### src/rtl/ptmr_pkg.sv
// Shared types for the shared-prescaler timer.
// Assumes an 8-bit register bus with a 2-bit address.
package ptmr_pkg;
    typedef enum logic [1:0] {
        A_COUNT = 2'd0,
        A_CTRL  = 2'd1,
        A_INTC  = 2'd2,
        A_NONE  = 2'd3
    } reg_addr_e;

    // Control register fields, LSB first: src_ext, edge_fall, to_wdt, rate
    typedef struct packed {
        logic [2:0] rate;
        logic       to_wdt;
        logic       edge_fall;
        logic       src_ext;
    } ctl_t;

    localparam int CTL_W = $bits(ctl_t);
endpackage

### src/rtl/ptmr_edge_sync.sv
// Brings an asynchronous pin into clk through STAGES flops, then flags
// one cycle per selected edge (rising when edge_fall=0, falling when 1).
// Assumes STAGES >= 2.
module ptmr_edge_sync #(
    parameter int STAGES = 2
) (
    input  logic clk,
    input  logic rst_n,
    input  logic pin,
    input  logic edge_fall,
    output logic edge_ev
);
    logic [STAGES-1:0] sync_q;
    logic              prev_q;
    logic              level;

    assign level = sync_q[STAGES-1];

    // Synchronizer chain and previous-level register
    always_ff @(posedge clk) begin
        if (!rst_n) begin
            sync_q <= '0;
            prev_q <= 1'b0;
        end else begin
            sync_q <= {sync_q[STAGES-2:0], pin};
            prev_q <= level;
        end
    end

    // Edge selection
    always_comb begin
        edge_ev = edge_fall ? (prev_q & ~level) : (level & ~prev_q);
    end
endmodule

### src/rtl/ptmr_prescaler.sv
// Shared prescaler counter. When to_wdt=0 it divides timer events by
// 2^(rate+1); when to_wdt=1 it divides watchdog events by 2^rate and
// timer events pass through. clr resets the counter phase.
// Assumes 2^(2^RATE_W) <= 2^PRE_W.
module ptmr_prescaler #(
    parameter int PRE_W  = 8,
    parameter int RATE_W = 3
) (
    input  logic              clk,
    input  logic              rst_n,
    input  logic              clr,
    input  logic              to_wdt,
    input  logic [RATE_W-1:0] rate,
    input  logic              tmr_ev,
    input  logic              wdt_ev,
    output logic              tmr_tick,
    output logic              wdt_tick
);
    localparam logic [PRE_W:0] ONE = {{PRE_W{1'b0}}, 1'b1};

    logic [PRE_W-1:0] cnt_q;
    logic [PRE_W:0]   tmask;
    logic [PRE_W:0]   wmask;
    logic             inc;
    logic             t_full;
    logic             w_full;

    // Ratio masks: timer one step above watchdog
    always_comb begin
        tmask  = (ONE << ((RATE_W+1)'(rate) + (RATE_W+1)'(1))) - ONE;
        wmask  = (ONE << rate) - ONE;
        t_full = (({1'b0, cnt_q} & tmask) == tmask);
        w_full = (({1'b0, cnt_q} & wmask) == wmask);
        inc    = to_wdt ? wdt_ev : tmr_ev;
    end

    // Prescaler counter
    always_ff @(posedge clk) begin
        if (!rst_n || clr) begin
            cnt_q <= '0;
        end else if (inc) begin
            cnt_q <= cnt_q + 1'b1;
        end
    end

    // Tick outputs per assignment
    always_comb begin
        tmr_tick = to_wdt ? tmr_ev : (tmr_ev & t_full);
        wdt_tick = to_wdt ? (wdt_ev & w_full) : wdt_ev;
    end
endmodule

### src/rtl/ptmr_counter.sv
// Count register with overflow flag and interrupt enable. The count
// holds through reset; the flag and enable clear on reset. A hardware
// overflow wins over a software write of the flag in the same cycle.
module ptmr_counter #(
    parameter int DATA_W = 8
) (
    input  logic              clk,
    input  logic              rst_n,
    input  logic              tick,
    input  logic              wr_cnt,
    input  logic              wr_int,
    input  logic [DATA_W-1:0] wr_data,
    output logic [DATA_W-1:0] count,
    output logic              flag,
    output logic              ie
);
    logic ovf;

    assign ovf = tick & ~wr_cnt & (&count);

    // Count register, kept across reset
    always_ff @(posedge clk) begin
        if (rst_n) begin
            if (wr_cnt) begin
                count <= wr_data;
            end else if (tick) begin
                count <= count + 1'b1;
            end
        end
    end

    // Flag and enable bits
    always_ff @(posedge clk) begin
        if (!rst_n) begin
            ie   <= 1'b0;
            flag <= 1'b0;
        end else if (wr_int) begin
            ie   <= wr_data[0];
            flag <= wr_data[1] | ovf;
        end else if (ovf) begin
            flag <= 1'b1;
        end
    end
endmodule

### src/rtl/ptmr_top.sv
// Shared-prescaler timer top: register port, source select, prescaler
// routing and interrupt. inst_en and wdt_src are single-cycle enables
// in clk; ext_pin is asynchronous.
module ptmr_top
    import ptmr_pkg::*;
#(
    parameter int DATA_W      = 8,
    parameter int PRE_W       = 8,
    parameter int SYNC_STAGES = 2
) (
    input  logic              clk,
    input  logic              rst_n,
    input  logic              inst_en,
    input  logic              ext_pin,
    input  logic              wdt_src,
    input  logic              bus_wr,
    input  logic [1:0]        bus_addr,
    input  logic [DATA_W-1:0] bus_wdata,
    output logic [DATA_W-1:0] bus_rdata,
    output logic              irq,
    output logic              wdt_tick
);
    ctl_t              ctl_q;
    logic              ext_ev;
    logic              src_ev;
    logic              tmr_tick;
    logic              wr_cnt;
    logic              wr_ctl;
    logic              wr_int;
    logic [DATA_W-1:0] count;
    logic              flag;
    logic              ie;

    // Write decode
    always_comb begin
        wr_cnt = bus_wr && (bus_addr == A_COUNT);
        wr_ctl = bus_wr && (bus_addr == A_CTRL);
        wr_int = bus_wr && (bus_addr == A_INTC);
    end

    // Control register, all fields set on reset
    always_ff @(posedge clk) begin
        if (!rst_n) begin
            ctl_q <= '1;
        end else if (wr_ctl) begin
            ctl_q <= ctl_t'(bus_wdata[CTL_W-1:0]);
        end
    end

    ptmr_edge_sync #(.STAGES(SYNC_STAGES)) sync_i (
        .clk       (clk),
        .rst_n     (rst_n),
        .pin       (ext_pin),
        .edge_fall (ctl_q.edge_fall),
        .edge_ev   (ext_ev)
    );

    // Source select
    assign src_ev = ctl_q.src_ext ? ext_ev : inst_en;

    ptmr_prescaler #(.PRE_W(PRE_W), .RATE_W(3)) pre_i (
        .clk      (clk),
        .rst_n    (rst_n),
        .clr      (wr_cnt),
        .to_wdt   (ctl_q.to_wdt),
        .rate     (ctl_q.rate),
        .tmr_ev   (src_ev),
        .wdt_ev   (wdt_src),
        .tmr_tick (tmr_tick),
        .wdt_tick (wdt_tick)
    );

    ptmr_counter #(.DATA_W(DATA_W)) cnt_i (
        .clk     (clk),
        .rst_n   (rst_n),
        .tick    (tmr_tick),
        .wr_cnt  (wr_cnt),
        .wr_int  (wr_int),
        .wr_data (bus_wdata),
        .count   (count),
        .flag    (flag),
        .ie      (ie)
    );

    assign irq = flag & ie;

    // Combinational read mux
    always_comb begin
        case (bus_addr)
            A_COUNT: bus_rdata = count;
            A_CTRL:  bus_rdata = DATA_W'(ctl_q);
            A_INTC:  bus_rdata = DATA_W'({flag, ie});
            default: bus_rdata = '0;
        endcase
    end
endmodule

### config.mk
export PLATFORM = sky130hd
export DESIGN_NAME = ptmr_top
export DESIGN_NICKNAME = d
export VERILOG_FILES = /design/src/rtl/ptmr_pkg.sv /design/src/rtl/ptmr_edge_sync.sv /design/src/rtl/ptmr_prescaler.sv /design/src/rtl/ptmr_counter.sv /design/src/rtl/ptmr_top.sv
export SDC_FILE = /design/constraint.sdc
export NUM_CORES = 1
export LEC_CHECK = 0
export BUFFER_PORTS_ARGS = -buffer_cell sky130_fd_sc_hd__buf_2
export CAP_MARGIN = 15
export CORE_ASPECT_RATIO = 0.5
export CORE_MARGIN = 4
export CORE_UTILIZATION = 40
export CTS_BUF_LIST = sky130_fd_sc_hd__clkbuf_16
export CTS_CLUSTER_DIAMETER = 120
export DETAILED_ROUTE_END_ITERATION = 7
export MAX_ROUTING_LAYER = met4
export PLACE_DENSITY = 0.62
export SLEW_MARGIN = 20
export SYNTH_ARGS = -nofsm -noshare
export SYNTH_HDL_FRONTEND = slang
export SYNTH_HIERARCHICAL = 1
export SYNTH_SLANG_ARGS = --single-unit
### constraint.sdc
create_clock -name clk -period 7.7 [get_ports clk]
set_input_delay 0.77 -clock clk [delete_from_list [all_inputs] [get_ports clk]]
set_output_delay 0.77 -clock clk [all_outputs]
set_load 0.01 [all_outputs]
==> results.json <==
{
  "status": "completed",
  "fin_skew_ns": 0.00795,
  "grt.met2_usage_pct": 25.8,
  "cp_data_required_time_ns": 7.63,
  "worstSkewPairLatency_ns": 0.26,
  "antenna_found_initial": 0,
  "drt-total-wl_mm": 4.56,
  "rsz0062_at_grt": "false",
  "synth_area_mm2": 0.00204,
  "post-dp-hpwl_mm": 3.45,
  "die_area_mm2": 0.00638,
  "layout_common_cells": "27 x nor2_1, 25 x buf_2, 20 x nand2_1, 19 x dfxtp_1, 11 x nand3_1",
  "synthFlopType": "dfxtp_1",
  "power_density_mw_per_mm2": 157,
  "final.setup.tns_ns": 0,
  "post-place-cells": 317,
  "cts-root-buf": "clkbuf_16",
  "cts_tree": "yes",
  "fin_crit_ns": 3.74,
  "syn_to_final_growth_pct": 9.61,
  "antennaDiodeCount": 0,
  "wl_per_cell_um": 14.2,
  "cap_violations": 0,
  "tightest_slew_ns": 0.563,
  "cts_sinks": 27,
  "drive_above_1_share_pct": 18.3,
  "placed_area_mm2": 0.00216,
  "gr-total-overflow": 0,
  "slew_viol_final": 0,
  "final-setup-viol-count": 0,
  "hold_buffers": 0,
  "p_clk_share_pct": 34.5,
  "critPathArrivalTime_ns": 3.67,
  "die-height_um": 58.5,
  "slowest_delay_ns": 0.68,
  "endpoint_kind": "flip-flop",
  "ys_seq_area_share_pct": 30.4,
  "final_cells": 321,
  "synth_seq_cells": 27,
  "grt_pass1_vias": 1653,
  "final_nets": 275,
  "cp_max_fo": 13,
  "met3_usage_pct": 3.50,
  "drc": 0,
  "clk_pin_slew_worst_paths_ns": 0.07,
  "first_pass_iters": 4,
  "crit_buf_inv": 1,
  "post-cts-setup-buffers": 0,
  "ys_warn_count": 6,
  "hold_path.class": "flip-flop to flip-flop",
  "grt_max_degree": 18,
  "place_congestion": 0.976,
  "num_vias": 1768,
  "final_cell_area_mm2": 0.00224,
  "crit_top_cell": "ha_1",
  "finalHoldViolCount": 0,
  "synth_area_leader_cell": "dfxtp_1",
  "clock_path_buffers": 2,
  "busiest_layer": "met2",
  "path_delay_family": "compound AO/OA/AOI/OAI gates",
  "start_util_pct": 41.4,
  "synthDistinctLibCells": 56,
  "coreArea_mm2": 0.00493,
  "viasPerCell": 5.51,
  "syn_nets": 259,
  "drtIter0Drc": 56,
  "drtAntennaViolNets": 0,
  "synth_top_area_share_pct": 18.6,
  "rows": 18,
  "path_cells": "nand2_2 > inv_1 > ha_1 > nand2_1 > ha_1 > nor2b_1 > nand3_1 > nand4_1 > a2111o_1 > o31ai_2 > o21a_1",
  "grt_pass1_wl_mm": 7.81,
  "fillers": 504,
  "cts_resized": 0,
  "timing.fmax_mhz": 268,
  "grt_usage_pct": 15.6,
  "switching_share_pct": 27.9,
  "synthTopCellsByArea": "dfxtp_1 19%, edfxtp_1 12%, nor2_1 5.0%, mux2i_1 4.9%, ha_1 4.3%",
  "syn_area_per_cell_um2": 8.66,
  "peakVddDrop_v": 0.0000808,
  "synthArstFlopShare_pct": 0,
  "port_buffers": 25,
  "startpoint_type": "flip-flop",
  "switchingPower_mw": 0.0983,
  "p_leak_nw": 0.909,
  "p_int_mw": 0.254,
  "relSlewSlack_pct": 62.4,
  "p_seq_share_pct": 45.7,
  "min_period_over_period_pct": 48.5,
  "numCtsBuffers": 3,
  "crit_type": "flip-flop to flip-flop",
  "final_common_cell": "nor2_1",
  "h-tree-depth": 1,
  "critical_path.slowest_cell": "dfxtp_1",
  "combPwrFrac_pct": 19.9,
  "syn_inst": 236,
  "top_level_ports": 26,
  "fp.dieW_um": 109,
  "synth_edf_count": 8,
  "grtUsageMet1_pct": 19.8
}
==> per-layer routing <==
| metal | wire length (µm) | vias up |
|---|---|---|
| met5 | 0 | - |
| met4 | 66 | 0 |
| met3 | 125 | 8 |
| met2 | 2130 | 44 |
| met1 | 2240 | 831 |
| li1 | - | 885 |
==> area by class of cell <==
| cell class | instances | area [µm²] | area share, % |
|---|---|---|---|
| Tap cell | 70 | 87.6 | 3.91 |
| Multi-Input combinational cell | 183 | 1270 | 56.8 |
| Timing Repair Buffer | 25 | 125 | 5.59 |
| Sequential cell | 27 | 621 | 27.7 |
| Clock inverter | 1 | 8.76 | 0.391 |
| Clock buffer | 3 | 75.1 | 3.35 |
| Inverter | 12 | 50.0 | 2.23 |
==> path summary, 6_finish.rpt <==
check	slack (ns)	start	cells past startpoint	end
worst max register to register	3.96	ctl_q[4]	11	cnt_i/count[3]
worst min-delay path	0.44	sync_i/sync_q[0]	1	sync_i/sync_q[1]
worst max-delay path	3.96	ctl_q[4]	11	cnt_i/count[3]
worst min register to register	0.44	sync_i/sync_q[0]	1	sync_i/sync_q[1]
==> synth_stat cells (2+ instances only) <==
library cell and count:
buf_2 6, o22ai_1 2, a21oi_1 6, o211ai_1 3, inv_1 10, nor2_1 27, edfxtp_1 8, dfxtp_1 19
a31oi_1 2, or3_1 2, or4_1 2, mux2_2 4, ha_1 7, buf_4 2, o32ai_1 2, o21a_1 3
nand3_1 11, o211ai_2 6, o21ai_0 7, o221ai_1 2, and2_1 7, xor2_1 9, nand2b_1 5, nand3b_1 2
nor2b_1 4, xnor2_1 5, o2bb2ai_1 2, nand4b_1 8, buf_6 3, nand4_1 3, nor3_1 4, mux2i_1 10
nand2_1 20
==> flip-flops by register name (all words and copies together) (netlist names) <==
| signal | count |
|---|---|
| cnt_i/count | 8 |
| sync_i/sync_q | 2 |
| cnt_i/flag | 1 |
| cnt_i/ie | 1 |
| ctl_q | 6 |
| sync_i/prev_q | 1 |
| pre_i/cnt_q | 8 |
==> stage by stage <==
stage	power, mW	setup slack, ns	utilization [%]	hold WS, ns
floorplan	0.217	4.82	-	0.412
finish	0.353	3.96	45.4	0.441
CTS	0.357	3.96	45.4	0.443
detailed placement	0.234	3.98	43.7	0.425
global route	0.373	3.68	45.4	0.450
global placement	0.232	4.19	43.7	0.419
==> worst reg2reg max path, stage by stage (launching register included) <==
cell and delay [ns]:
dfxtp_1 0.68, nand2_2 0.18, inv_1 0.20, ha_1 0.42
nand2_1 0.13, ha_1 0.33, nor2b_1 0.21, nand3_1 0.11
nand4_1 0.10, a2111o_1 0.36, o31ai_2 0.31, o21a_1 0.38
==> kinds of logic after synthesis <==
| family | after synthesis | synth area share, % |
|---|---|---|
| fa+ha+maj | 7 | 4.29 |
| flops | 27 | 30.4 |
| compound gates | 45 | 18.2 |
| xor+xnor | 14 | 6.00 |
| simple gates | 103 | 26.6 |
| buf+inv | 26 | 7.35 |
| mux | 14 | 7.10 |
==> power groups by stage <==
stage	Combinational [mW]	Clock, mW	Sequential, mW
floorplan	0.0575	0	0.160
CTS	0.0699	0.126	0.161
global route	0.0780	0.132	0.162
finish	0.0701	0.122	0.161
global placement	0.0684	0	0.164
detailed placement	0.0695	0	0.164
Note: power is estimated with default switching activity, not from simulation.
